$ cat src/rtl/muldiv_pkg.sv
package muldiv_pkg;
  localparam int MD_XW = 32;
  localparam int MD_AW = 2 * MD_XW;

  typedef enum logic [2:0] {
    OP_MUL    = 3'd0,
    OP_MULH   = 3'd1,
    OP_MULHSU = 3'd2,
    OP_MULHU  = 3'd3,
    OP_DIV    = 3'd4,
    OP_DIVU   = 3'd5,
    OP_REM    = 3'd6,
    OP_REMU   = 3'd7
  } md_op_e;

  function automatic logic md_is_div(input md_op_e op);
    return op[2];
  endfunction

  function automatic logic md_a_signed(input md_op_e op);
    return (op == OP_MULH) || (op == OP_MULHSU) || (op == OP_DIV) || (op == OP_REM);
  endfunction

  function automatic logic md_b_signed(input md_op_e op);
    return (op == OP_MULH) || (op == OP_DIV) || (op == OP_REM);
  endfunction

  // One iteration: restoring divide step or shift-add multiply step.
  function automatic logic [MD_AW-1:0] md_step(input logic [MD_AW-1:0] acc,
                                                input logic [MD_XW-1:0] opnd,
                                                input logic is_div);
    logic [MD_XW:0]   hi_ext;
    logic [MD_XW+1:0] diff;
    logic [MD_XW:0]   sum;
    logic [MD_AW-1:0] nxt;
    if (is_div) begin
      hi_ext = acc[MD_AW-1:MD_XW-1];
      diff   = {1'b0, hi_ext} - {2'b00, opnd};
      nxt    = {acc[MD_AW-2:0], 1'b0};
      if (!diff[MD_XW+1]) begin
        nxt[MD_AW-1:MD_XW] = diff[MD_XW-1:0];
        nxt[0]             = 1'b1;
      end
    end else begin
      sum = {1'b0, acc[MD_AW-1:MD_XW]} + (acc[0] ? {1'b0, opnd} : '0);
      nxt = {sum, acc[MD_XW-1:1]};
    end
    return nxt;
  endfunction

  // Final sign correction and half / quotient / remainder selection.
  function automatic logic [MD_XW-1:0] md_fix(input md_op_e op,
                                               input logic [MD_AW-1:0] acc,
                                               input logic neg_main,
                                               input logic neg_rem,
                                               input logic b_zero);
    logic [MD_AW-1:0] prod;
    logic [MD_XW-1:0] quo, rmd;
    prod = neg_main ? -acc : acc;
    quo  = acc[MD_XW-1:0];
    rmd  = acc[MD_AW-1:MD_XW];
    case (op)
      OP_MUL:                       return prod[MD_XW-1:0];
      OP_MULH, OP_MULHSU, OP_MULHU: return prod[MD_AW-1:MD_XW];
      OP_DIV, OP_DIVU:              return b_zero ? '1 : (neg_main ? -quo : quo);
      default:                      return neg_rem ? -rmd : rmd;
    endcase
  endfunction
endpackage

$ cat src/rtl/muldiv_ctrl.sv
module muldiv_ctrl #(
  parameter int ITER = 32
) (
  input  logic clk,
  input  logic rst_n,
  input  logic start,
  input  logic kill,
  output logic accept,
  output logic step_en,
  output logic fix_en,
  output logic last_iter,
  output logic busy
);
  localparam int CW = (ITER > 1) ? $clog2(ITER) : 1;

  typedef enum logic [1:0] { ST_IDLE, ST_RUN, ST_FIX } st_e;
  st_e           st_q;
  logic [CW-1:0] cnt_q;

  assign accept    = (st_q == ST_IDLE) && start && !kill;
  assign step_en   = (st_q == ST_RUN) && !kill;
  assign fix_en    = (st_q == ST_FIX) && !kill;
  assign last_iter = step_en && (cnt_q == CW'(ITER - 1));
  assign busy      = (st_q != ST_IDLE);

  always_ff @(posedge clk or negedge rst_n) begin
    if (!rst_n) begin
      st_q  <= ST_IDLE;
      cnt_q <= '0;
    end else if (kill) begin
      st_q  <= ST_IDLE;
      cnt_q <= '0;
    end else begin
      case (st_q)
        ST_IDLE: if (accept) begin
          st_q  <= ST_RUN;
          cnt_q <= '0;
        end
        ST_RUN: begin
          cnt_q <= cnt_q + 1'b1;
          if (last_iter) st_q <= ST_FIX;
        end
        default: st_q <= ST_IDLE;
      endcase
    end
  end
endmodule

$ cat src/rtl/muldiv_core.sv
module muldiv_core
  import muldiv_pkg::*;
#(
  parameter int UNROLL = 1
) (
  input  logic             clk,
  input  logic             rst_n,
  input  logic             load,
  input  logic             step_en,
  input  logic [2:0]       op_in,
  input  logic [MD_XW-1:0] a_in,
  input  logic [MD_XW-1:0] b_in,
  output logic [MD_AW-1:0] acc_o,
  output md_op_e           op_o,
  output logic             neg_main_o,
  output logic             neg_rem_o,
  output logic             b_zero_o
);
  md_op_e           op_new;
  logic             a_neg, b_neg;
  logic [MD_XW-1:0] a_mag, b_mag;
  logic [MD_AW-1:0] acc_q;
  logic [MD_XW-1:0] opnd_q;
  logic [MD_AW-1:0] chain [UNROLL+1];

  assign op_new = md_op_e'(op_in);
  assign a_neg  = md_a_signed(op_new) && a_in[MD_XW-1];
  assign b_neg  = md_b_signed(op_new) && b_in[MD_XW-1];
  assign a_mag  = a_neg ? -a_in : a_in;
  assign b_mag  = b_neg ? -b_in : b_in;

  assign chain[0] = acc_q;
  for (genvar g = 0; g < UNROLL; g++) begin : g_unroll
    assign chain[g+1] = md_step(chain[g], opnd_q, md_is_div(op_o));
  end

  always_ff @(posedge clk or negedge rst_n) begin
    if (!rst_n) begin
      acc_q      <= '0;
      opnd_q     <= '0;
      op_o       <= OP_MUL;
      neg_main_o <= 1'b0;
      neg_rem_o  <= 1'b0;
      b_zero_o   <= 1'b0;
    end else if (load) begin
      op_o       <= op_new;
      neg_main_o <= a_neg ^ b_neg;
      neg_rem_o  <= a_neg;
      b_zero_o   <= (b_in == '0);
      if (md_is_div(op_new)) begin
        acc_q  <= {{MD_XW{1'b0}}, a_mag};
        opnd_q <= b_mag;
      end else begin
        acc_q  <= {{MD_XW{1'b0}}, b_mag};
        opnd_q <= a_mag;
      end
    end else if (step_en) begin
      acc_q <= chain[UNROLL];
    end
  end

  assign acc_o = acc_q;
endmodule

$ cat src/rtl/muldiv_seq.sv
module muldiv_seq
  import muldiv_pkg::*;
#(
  parameter int UNROLL = 1
) (
  input  logic        clk,
  input  logic        rst_n,
  input  logic        op_start,
  input  logic [2:0]  op_code,
  input  logic [31:0] op_a,
  input  logic [31:0] op_b,
  input  logic        op_kill,
  output logic        busy,
  output logic        res_done,
  output logic [31:0] res_value
);
  localparam int ITER = MD_XW / UNROLL;

  logic             ev_accept, ev_step, ev_finish, ev_last_iter;
  logic [MD_AW-1:0] acc;
  md_op_e           op_q;
  logic             neg_main, neg_rem, b_zero;
  logic             done_q;
  logic [MD_XW-1:0] res_q;

  muldiv_ctrl #(.ITER(ITER)) u_ctrl (
    .clk(clk), .rst_n(rst_n), .start(op_start), .kill(op_kill),
    .accept(ev_accept), .step_en(ev_step), .fix_en(ev_finish),
    .last_iter(ev_last_iter), .busy(busy)
  );

  muldiv_core #(.UNROLL(UNROLL)) u_core (
    .clk(clk), .rst_n(rst_n), .load(ev_accept), .step_en(ev_step),
    .op_in(op_code), .a_in(op_a), .b_in(op_b),
    .acc_o(acc), .op_o(op_q), .neg_main_o(neg_main),
    .neg_rem_o(neg_rem), .b_zero_o(b_zero)
  );

  always_ff @(posedge clk or negedge rst_n) begin
    if (!rst_n) begin
      done_q <= 1'b0;
      res_q  <= '0;
    end else begin
      done_q <= ev_finish;
      if (ev_finish) res_q <= md_fix(op_q, acc, neg_main, neg_rem, b_zero);
    end
  end

  assign res_done  = done_q;
  assign res_value = res_q;
endmodule

$ cat config.mk
export PLATFORM = sky130hd
export DESIGN_NAME = muldiv_seq
export DESIGN_NICKNAME = d
export VERILOG_FILES = /design/src/rtl/muldiv_pkg.sv /design/src/rtl/muldiv_ctrl.sv /design/src/rtl/muldiv_core.sv /design/src/rtl/muldiv_seq.sv
export SDC_FILE = /design/constraint.sdc
export NUM_CORES = 1
export LEC_CHECK = 0
export ABC_AREA = 0
export ABC_CLOCK_PERIOD_IN_PS = 4210
export BUFFER_PORTS_ARGS = -buffer_cell sky130_fd_sc_hd__buf_4
export CORE_ASPECT_RATIO = 2
export CORE_MARGIN = 4
export CORE_UTILIZATION = 56
export CTS_CLUSTER_SIZE = 20
export DETAILED_ROUTE_END_ITERATION = 6
export HOLD_SLACK_MARGIN = 0.06
export MAX_ROUTING_LAYER = met4
export PLACE_DENSITY = 0.75
export RECOVER_POWER = 100
export SYNTH_ARGS = -nofsm -noshare
export SYNTH_HDL_FRONTEND = slang
export SYNTH_SLANG_ARGS = --single-unit
$ cat constraint.sdc
create_clock -name clk -period 4.21 [get_ports clk]
set_input_delay 0.421 -clock clk [delete_from_list [all_inputs] [get_ports clk]]
set_output_delay 0.421 -clock clk [all_outputs]
set_load 0.01 [all_outputs]
==> results of run 1 <==
## sequential cells by signal (all words and copies together) (netlist names)
signal and count:
u_ctrl.cnt_q 5, res_done 1, u_core.opnd_q 32, u_core.neg_main_o 1, u_core.neg_rem_o 1, u_core.op_o 3
res_value 32, u_core.acc_o 64, u_core.b_zero_o 1, u_ctrl.st_q 2
## kinds of logic (layout without fill, tap and decap cells)
logic type / after synthesis / after routing / share of synthesized area, %
fa+ha+maj: 72 / 72 / 6.51
xor+xnor: 194 / 194 / 12.1
mux: 52 / 52 / 3.76
flops: 142 / 142 / 25.3
simple gates: 589 / 589 / 19.4
compound gates: 626 / 626 / 27.7
buf+inv: 194 / 262 / 5.29
## per-stage QoR
| stage | instances | cell area (um2) | utilization, % | hold slack [ns] |
|---|---|---|---|---|
| 6_report | 2269 | 15700 | 63.9 | 0.208 |
| 3_3_place_gp | 2237 | 15300 | 62.0 | 0.449 |
| 2_1_floorplan | 1869 | 14100 | - | 0.125 |
| 4_1_cts | 2269 | 15900 | 64.7 | 0.192 |
| 5_1_grt | 2269 | 15700 | 63.9 | 0.203 |
| 3_5_place_dp | 2237 | 15300 | 62.0 | 0.440 |
## routing by layer
| layer | wire [um] | track usage (%) | vias to the layer above |
|---|---|---|---|
| li1 | - | - | 6813 |
| met1 | 17900 | 39.0 | 6921 |
| met2 | 27900 | 70.3 | 775 |
| met3 | 3180 | 6.22 | 304 |
| met4 | 6410 | 37.2 | 0 |
| met5 | 0 | - | - |
## tightest hold or removal path, stage by stage
cell,delay (ns)
buf_4,0.10
nand2_1,0.05
nand2_1,0.05
## cell usage in the layout, fill, tap and decap left out, types with 8 or more instances in the layout
master and instances:
buf_4 117, inv_1 70, and2_1 9, nand2_1 210, a211oi_1 22, xnor2_1 115, nor2_1 179, o211ai_1 41
clkbuf_1 39, or2_2 10, o21ai_0 214, o21bai_1 11, ha_1 70, a22oi_1 9, clkbuf_16 17, o31ai_1 30
dfrtp_1 141, nand4_1 12, nand2b_1 15, nor2b_1 8, a21o_1 27, nor3_1 34, a21oi_1 153, nand3b_1 8
mux2i_1 45, nor4_1 11, a221oi_1 17, o41ai_1 13, o22ai_1 12, or3_1 26, o21a_1 11, a31oi_1 9
xor2_1 79, o221ai_1 13, or4_1 14, nand3_1 28
## power groups by stage
stage / Clock (uW) / Sequential (uW) / Combinational (uW)
floorplan: 0 / 1980 / 4410
global placement: 0 / 2210 / 6270
detailed placement: 0 / 2220 / 6300
CTS: 1730 / 2200 / 6350
global route: 1780 / 2250 / 7000
finish: 1720 / 2230 / 6510
## repair_timing
action                                  4_1_cts  5_1_grt
resized for setup                             0        1
hold buffers                                  1        0
endpoints found under the setup margin        0        1
hold endpoints to repair                     62        0
## cell type report
cell class                 instances  area, um2
clock buffer                      19        453
clock inverter                    12        209
fill                            2334       8900
inverter                          70        263
multi-input combinational       1533       9740
sequential                       142       3550
tap                              332        415
timing repair buffer             161       1090
## worst min path at each step
stage / start / end / slack [ns]
after floorplan: rst_n / res_done$_DFF_PN0_ / 0.13
after CTS: op_code[0] / u_core.op_o[0]$_DFFE_PN0P_ / 0.19
after detailed placement: rst_n / u_core.acc_o[28]$_DFFE_PN0P_ / 0.44
final: op_code[0] / u_core.op_o[0]$_DFFE_PN0P_ / 0.21
after global routing: op_b[31] / u_core.b_zero_o$_DFFE_PN0P_ / 0.20
after global placement: rst_n / u_ctrl.cnt_q[3]$_DFFE_PN0P_ / 0.45
==> reports/results.ini, run 1 <==
[timing]
finalSetupViolCount = 0
timing.slew.headroom_pct = -133
rsz0062_at_grt = no
finalMaxSlewViolations = 254
worst_pin_slew_ns = 3.49
finalSetupTns_ns = 0
hold_viol = 0
period_needed_ns = 3.94
fmax_mhz = 254
fin_crit_sh_pct = 93.6
clock_skew_ns = 0.00890
fin_ws_ns = 0.271

[yosys]
syn_avg_cell_area_um2 = 7.52
synth_cell_type_count = 71
syn_area_mm2 = 0.0141
syn_nets = 2012
ys_warn_count = 0
ys_seq_area_share_pct = 25.3
synth_most_common_cell = o21ai_0
synth_edf_count = 0
netlist.area_leader.share_pct = 25.3
synth_top_cell_by_area = dfrtp_1
synth_commonest_cells = o21ai_0 (211), nand2_1 (210), nor2_1 (180)
synth_seq_cells = 142
syn_inst = 1869
async_flop_share_pct = 100
synthFlopType = dfrtp_1
synth.area.top_cells = dfrtp_1 (25%), o21ai_0 (7.5%), xnor2_1 (7.2%)

[routing]
viasPerCell = 6.53
drt_iter0_markers = 1341
wirelength_um = 55300
first_pass_iters = 6
ant_nets = 0
vias = 14813
remaining_drc_errors = 0
wl_per_cell_um = 24.4

[power_and_ir_drop]
irDropWorstVdd_mv = 0.378
intPower_uw = 5240
power.density_mw_per_mm2 = 665
power.leakage_uw = 0.00666
p_sw_uw = 5220
total_power_uw = 10500
power_frac_seq_pct = 21.3
p_sw_share_pct = 49.9
p_comb_share_pct = 62.2
pwr-share-clk_pct = 16.4

[worst_setup_path]
cp.depth = 12
crit_path_start_kind = register
timing.rr.start = u_core.acc_o[43]$_DFFE_PN0P_
end_kind = register
crit_start = u_core.acc_o[43]$_DFFE_PN0P_
crit_chain = ha_1 > a21oi_1 > o21ai_0 > a221o_1 > or4_1 > o21ai_1 > o21ba_2 > o21a_1 > buf_4 > mux2_2 > a21oi_1 > o21ai_0
path_max_fanout = 10
r2r_slack_ns = 0.27
cp.required_ns = 4.52
r2r_end = u_core.acc_o[37]$_DFFE_PN0P_
path_delay_family = compound AO/OA/AOI/OAI gates
critical_path.endpoint = u_core.acc_o[37]$_DFFE_PN0P_
cp_num_buf_inv = 1
r2r_cells = 12
crit_type = reg2reg
worstPathArrival_ns = 4.25
cpPeakStageDelay_ns = 0.53
slowest_stage = dfrtp_1

[min_path]
min_delay_path_depth = 3
hold_path_class = in2reg

[place]
port_buffers = 104
dpl.hpwl_um = 43500
gp_congestion = 1.08
dp_slack_ns = 0.360

[final_layout]
area_growth_pct = 11.9
drive_above_1_share_pct = 9.34
insertedDiodeCount = 0
nNetsFinal = 2068

[clock_tree]
clock_path_buffers = 2
cts_root_buf = clkbuf_16
clkSinkCount = 142
post-cts-setup-buffers = 0
numCtsBuffers = 17
cts_tree = yes
path_clk_slew_ns = 0.06
h-tree-depth = 4
clock_latency_ns = 0.45

[floorplanning]
core_area_mm2 = 0.0246
fp.dieArea_mm2 = 0.0279
num_rows = 81
die_y_um = 232
start_util_pct = 57.1
pin_count = 105
chipWidth_um = 120

[global_route]
grt_max_degree = 110
grt.total_usage_pct = 41.0
grt_pass1_wl_um = 84000
antenna_found_initial = 0
grt_pass1_vias = 14707
grt.overflow.total = 0

[run_status]
violations = max-capacitance violations, max-slew violations
status = finished, violations left

[flow_run]
drv_cap = 4

Power figures use the tool's default switching activity.
==> run 2: changes to the inputs <==
==> constraint.sdc (replaced) <==
create_clock -name clk -period 4.21 [get_ports clk]
set_input_delay 0 -clock clk [delete_from_list [all_inputs] [get_ports clk]]
set_output_delay 0 -clock clk [all_outputs]
set_load 0.01 [all_outputs]
==> reports/results.ini, run 2 (synthesized netlist as in run 1, its figures left out) <==
[min_path]
min_delay_path_depth = 4  ; +1
hold_path_class = in2reg
hp-start = op_a[16]
hold-path-endpoint = u_core.acc_o[16]$_DFFE_PN0P_

[timing]
rsz0062_at_grt = no
period_needed_ns = 4.11  ; +0.169 ns
worst_pin_slew_ns = 3.46  ; -0.0278 ns
hold_viol = 0  ; unchanged
finalSetupViolCount = 0  ; unchanged
finalMaxSlewViolations = 133  ; -48%
finalSetupTns_ns = 0  ; unchanged
clock_skew_ns = 0.00910  ; +0.000197 ns
fin_crit_sh_pct = 97.6  ; +4.0 points
fmax_mhz = 243  ; -4.1%
timing.slew.headroom_pct = -131  ; +1.9 points

[floorplanning]
start_util_pct = 57.1  ; unchanged
fp.dieArea_mm2 = 0.0279  ; unchanged
core_area_mm2 = 0.0246  ; unchanged
die_y_um = 232  ; unchanged
pin_count = 105  ; unchanged
num_rows = 81  ; unchanged
chipWidth_um = 120  ; unchanged

[clock_tree]
h-tree-depth = 4  ; unchanged
clock_latency_ns = 0.45  ; about the same
clock_path_buffers = 2  ; unchanged
cts_root_buf = clkbuf_16
cts_tree = yes
path_clk_slew_ns = 0.06  ; about the same
numCtsBuffers = 17  ; unchanged
post-cts-setup-buffers = 0  ; unchanged
clkSinkCount = 142  ; unchanged

[final_layout]
largest_reg_flops = 64  ; unchanged
nFillCells = 2221  ; -4.8%
most-common-layout-cells = o21ai_0 (215), nand2_1 (210), nor2_1 (179)
final_cell_area_mm2 = 0.0163  ; +3.8%
drive_above_1_share_pct = 9.00  ; -0.35 points
final_util_pct = 66.3  ; +2.4 points
nNetsFinal = 2131  ; +3.0%
final_common_cell = o21ai_0
area_growth_pct = 16.1

[place]
dpl_cell_area_mm2 = 0.0153  ; +0.15%
gp_congestion = 1.05  ; -2.5%
dpl.hpwl_um = 41000  ; -5.8%
port_buffers = 104  ; unchanged

[routing]
vias = 15108  ; +2.0%
first_pass_iters = 7  ; +1
wirelength_um = 53300  ; -3.6%
remaining_drc_errors = 0  ; unchanged
drt_iter0_markers = 1363  ; +1.6%
viasPerCell = 6.47  ; -0.89%
wl_per_cell_um = 22.8  ; -6.4%
ant_nets = 0  ; unchanged

[power_and_ir_drop]
irDropWorstVdd_mv = 0.356  ; -5.7%
power.density_mw_per_mm2 = 630  ; -5.3%
power.leakage_uw = 0.00689  ; +3.4%

[worst_setup_path]
cp.required_ns = 4.55  ; +0.03 ns
slowest_stage = or4_1
path_max_fanout = 12  ; +2
crit_path_start_kind = register
r2r_end = res_value[3]$_DFFE_PN0P_
timing.rr.start = u_core.acc_o[10]$_DFFE_PN0P_
cpPeakStageDelay_ns = 0.63  ; +0.10 ns
crit_type = reg2reg
r2r_slack_ns = 0.10  ; -0.17 ns
end_kind = register
r2r_cells = 10  ; -2
crit_chain = or3_1 > or4_1 > or3_1 > nand2b_1 > nand2b_1 > o21ai_0 > xnor2_1 > a2111oi_0 > buf_4 > nor2_1
worstPathArrival_ns = 4.45  ; +0.20 ns

[global_route]
grt_pass1_vias = 14900  ; +1.3%
grt.overflow.total = 0  ; unchanged
antenna_found_initial = 1  ; +1
grt.total_usage_pct = 39.3  ; -1.7 points
grt_pass1_wl_um = 81400  ; -3.1%
grt_max_degree = 110  ; unchanged

[run_status]
violations = max-capacitance violations, max-slew violations
status = finished, violations left

[flow_run]
drv_cap = 3  ; -1

run 2: cell types whose count changed in the layout (fill, tap and decap cells not counted), moves of 2 or more:
cell / change
clkbuf_2: +2
diode_2: +2
clkbuf_1: +4
inv_6: +2
buf_4: -3
and2_1: -2
dlygate4sd3_1: +60
and2_0: +2
run 2: worst max path at each step:
stage	endpoint	depth (start not counted)	slack (ns)	startpoint
2_1_floorplan	u_core.acc_o[61]$_DFFE_PN0P_	14	0.83	u_core.acc_o[0]$_DFFE_PN0P_
3_5_place_dp	u_core.acc_o[37]$_DFFE_PN0P_	13	0.31	u_core.opnd_q[14]$_DFFE_PN0P_
6_report	res_value[3]$_DFFE_PN0P_	10	0.10	u_core.acc_o[10]$_DFFE_PN0P_
3_3_place_gp	u_core.acc_o[54]$_DFFE_PN0P_	14	0.39	u_core.acc_o[0]$_DFFE_PN0P_
5_1_grt	u_core.acc_o[61]$_DFFE_PN0P_	14	0.04	u_core.acc_o[0]$_DFFE_PN0P_
4_1_cts	u_core.opnd_q[25]$_DFFE_PN0P_	13	0.26	op_a[0]
run 2: cell type report:
class | count | area, um2 | share of cell area [%]
multi-input cells | 1533 | 9740 | 59.6
flip-flops and latches | 142 | 3550 | 21.8
repair buffers | 224 | 1710 | 10.4
clock buffers | 18 | 439 | 2.69
well taps | 332 | 415 | 2.55
inverters | 70 | 263 | 1.61
clock inverters | 14 | 204 | 1.25
diodes | 2 | 5.00 | 0.0307
run 2: layer usage:
layer | vias up | wire [um] | track usage (%)
met5 | - | 0 | -
met4 | 0 | 5790 | 33.9
met3 | 306 | 3140 | 5.90
met2 | 733 | 26400 | 66.8
met1 | 7110 | 18000 | 38.7
li1 | 6959 | - | -
run 2: through the flow:
step / std cells / hold slack, ns / worst slack (ns) / power (uW)
finish: 2335 / 0.0654 / 0.102 / 10300
global route: 2334 / 0.0859 / 0.0406 / 10900
CTS: 2333 / 0.0601 / 0.263 / 10100
detailed placement: 2240 / 0.0109 / 0.314 / 8360
global placement: 2240 / 0.00468 / 0.391 / 8280
floorplan: 1869 / -0.296 / 0.832 / 6380
run 2: power by group:
group | switching, uW | internal [uW] | leakage (uW)
logic | 3930 | 2550 | 0.00475
registers | 457 | 1660 | 0.00183
clock network | 667 | 1020 | 0.000310
run 2: timing repair:
action                                  in CTS  in global routing
gates resized for setup                      0                  2
endpoints found under the hold margin      115                  0
endpoints found under the setup margin       0                  3
hold buffers                                61                  0
run 2: critical path, delay by kind of cell, from the launching register on:
| family | cells | cell delay [ns] |
|---|---|---|
| DFF | 1 | 0.50 |
| buffers and inverters | 1 | 0.20 |
| AOI/OAI and AO/OA | 2 | 0.89 |
| and+or+nand+nor | 6 | 2.28 |
| xor gates and xnor gates | 1 | 0.12 |
==> run 3: changes to the inputs <==
--- a/config.mk
+++ b/config.mk
@@ -10,12 +10,11 @@
 export BUFFER_PORTS_ARGS = -buffer_cell sky130_fd_sc_hd__buf_4
 export CORE_ASPECT_RATIO = 2
 export CORE_MARGIN = 4
-export CORE_UTILIZATION = 56
+export CORE_UTILIZATION = 30
 export CTS_CLUSTER_SIZE = 20
 export DETAILED_ROUTE_END_ITERATION = 6
 export HOLD_SLACK_MARGIN = 0.06
 export MAX_ROUTING_LAYER = met4
-export PLACE_DENSITY = 0.75
 export RECOVER_POWER = 100
 export SYNTH_ARGS = -nofsm -noshare
 export SYNTH_HDL_FRONTEND = slang
==> reports/results.ini, run 3 (synthesized netlist as in run 1, its figures left out) <==
[floorplanning]
fp.dieArea_mm2 = 0.0506  ; +82%
num_rows = 112  ; +38%
chipWidth_um = 161  ; +34%
die_y_um = 314  ; +35%
start_util_pct = 30.2  ; -27 points
core_area_mm2 = 0.0465  ; +89%
pin_count = 105  ; unchanged

[final_layout]
drive_above_1_share_pct = 9.07  ; +0.077 points
nNetsFinal = 2115  ; -0.75%
final_common_cell = o21ai_0
largest_reg_flops = 64  ; unchanged
fin_cells = 2611  ; +12%
most-common-layout-cells = o21ai_0 (213), nand2_1 (210), nor2_1 (179)
final_util_pct = 35.4  ; -31 points
insertedDiodeCount = 0  ; -2
area_growth_pct = 17.2

[routing]
first_pass_iters = 5  ; -2
wirelength_um = 59900  ; +12%
wl_met3_um = 1800  ; -43%
wl_met2_um = 31800  ; +20%
drt_iter0_markers = 959  ; -30%
remaining_drc_errors = 0  ; unchanged
vias = 14578  ; -3.5%
route.top_layer_used = met4
ant_nets = 0  ; unchanged
viasPerCell = 5.58  ; -14%
wl_per_cell_um = 23.0  ; +0.50%
wl_met1_um = 20500  ; +14%

[worst_setup_path]
end_kind = register
crit_type = reg2reg
r2r_end = u_core.acc_o[37]$_DFFE_PN0P_
timing.rr.start = u_core.acc_o[45]$_DFFE_PN0P_
crit_path_start_kind = register
slowest_stage = o21ai_0
path_delay_family = compound AO/OA/AOI/OAI gates
cp.required_ns = 4.51  ; -0.04 ns
cp_num_buf_inv = 1  ; unchanged
path_max_fanout = 9  ; -3
worstPathArrival_ns = 4.35  ; -0.10 ns
cp.depth = 12  ; +2
r2r_cells = 12  ; +2
crit_top_cell = o21ai_0
critical_path.endpoint = u_core.acc_o[37]$_DFFE_PN0P_
crit_start = u_core.acc_o[45]$_DFFE_PN0P_
cpPeakStageDelay_ns = 0.42  ; -0.21 ns
crit_chain = ha_1 > a21oi_1 > o21ai_0 > a221o_1 > or4_1 > o21ai_0 > o21ba_2 > o21a_2 > buf_4 > mux2_2 > a21oi_1 > o21ai_0
r2r_slack_ns = 0.16  ; +0.06 ns

[clock_tree]
path_clk_slew_ns = 0.06  ; about the same
numCtsBuffers = 17  ; unchanged
h-tree-depth = 4  ; unchanged
cts_tree = yes
cts_root_buf = clkbuf_16
clock_path_buffers = 2  ; unchanged
clkSinkCount = 142  ; unchanged
clock_latency_ns = 0.46  ; about the same

[timing]
finalMaxSlewViolations = 188  ; +41%
fin_crit_sh_pct = 96.1  ; -1.4 points
rsz0062_at_grt = no
worst_pin_slew_ns = 2.10  ; -1.36 ns
period_needed_ns = 4.05  ; -0.0608 ns
finalSetupViolCount = 0  ; unchanged
clock_skew_ns = 0.0124  ; +0.00333 ns
fmax_mhz = 247  ; +1.5%
finalSetupTns_ns = 0  ; unchanged
timing.slew.headroom_pct = -40.2  ; +91 points
hold_viol = 0  ; unchanged

[place]
dp.cells = 2536  ; +13%
gp_congestion = 0.990  ; -6.1%
port_buffers = 104  ; unchanged
dpl.hpwl_um = 47900  ; +17%

[run_status]
violations = max-capacitance violations, max-slew violations
status = finished, violations left

[power_and_ir_drop]
power.leakage_uw = 0.00681  ; -1.2%
total_power_uw = 10300  ; +0.28%
irDropWorstVdd_mv = 0.350  ; -1.8%
power.density_mw_per_mm2 = 626  ; -0.68%

[global_route]
grt.total_usage_pct = 24.0  ; -15 points
grt_max_degree = 110  ; unchanged
grt.overflow.total = 0  ; unchanged
grt_pass1_wl_um = 89600  ; +10%
grt_pass1_vias = 14703  ; -1.3%
antenna_found_initial = 0  ; -1

[min_path]
hold_path_class = in2reg

[flow_run]
drv_cap = 3  ; unchanged

## run 3: what timing repair did
| action | in CTS | in global routing |
|---|---|---|
| resized for setup | 0 | 2 |
| setup buffers | 0 | 0 |
| hold endpoints to repair | 123 | 0 |
| endpoints found under the setup margin | 0 | 2 |
| hold buffers | 44 | 0 |
## run 3: worst min-delay path: stages
cell and delay, ns:
buf_4 0.09, xor2_1 0.15, nand2_1 0.09, o211ai_1 0.09, o21ai_0 0.07
## run 3: power breakdown
part | switching (uW) | leakage [uW] | internal [uW]
Sequential | 552 | 0.00183 | 1660
Clock | 674 | 0.000284 | 890
Combinational | 3960 | 0.00469 | 2570
Total | 5190 | 0.00681 | 5120
## run 3: cell type report
cell class                      count  area [um2]
Clock buffer                       19         443
Clock inverter                     12         135
Fill cell                        5037       30000
Inverter                           70         263
Multi-Input combinational cell   1533        9750
Sequential cell                   142        3560
Tap cell                          627         785
Timing Repair Buffer              208        1550
## run 3: worst min-delay path by stage
| stage | end | depth (start not counted) | start |
|---|---|---|---|
| 6_report | u_core.opnd_q[16]$_DFFE_PN0P_ | 5 | op_b[16] |
| 5_1_grt | u_core.opnd_q[13]$_DFFE_PN0P_ | 4 | op_b[13] |
| 4_1_cts | u_core.opnd_q[12]$_DFFE_PN0P_ | 4 | op_b[12] |
| 3_5_place_dp | u_ctrl.cnt_q[1]$_DFFE_PN0P_ | 1 | rst_n |
| 3_3_place_gp | u_ctrl.cnt_q[1]$_DFFE_PN0P_ | 1 | rst_n |
| 2_1_floorplan | res_done$_DFF_PN0_ | 0 | rst_n |
## run 3: per-stage QoR
| step | hold WS [ns] | cell area (um2) | setup slack (ns) |
|---|---|---|---|
| 2_1_floorplan | -0.296 | 14100 | 0.832 |
| 3_3_place_gp | 0.102 | 15700 | 0.304 |
| 3_5_place_dp | 0.109 | 15700 | 0.299 |
| 4_1_cts | 0.0600 | 16700 | 0.265 |
| 5_1_grt | 0.0970 | 16500 | 0.000180 |
| 6_report | 0.0606 | 16500 | 0.163 |
## run 3: layer usage
layer / vias to the layer above / global-route usage, %
met1: 6978 / 22.7
met2: 468 / 43.9
met4: 0 / 18.8
li1: 6921 / -
met5: - / -
met3: 211 / 2.32
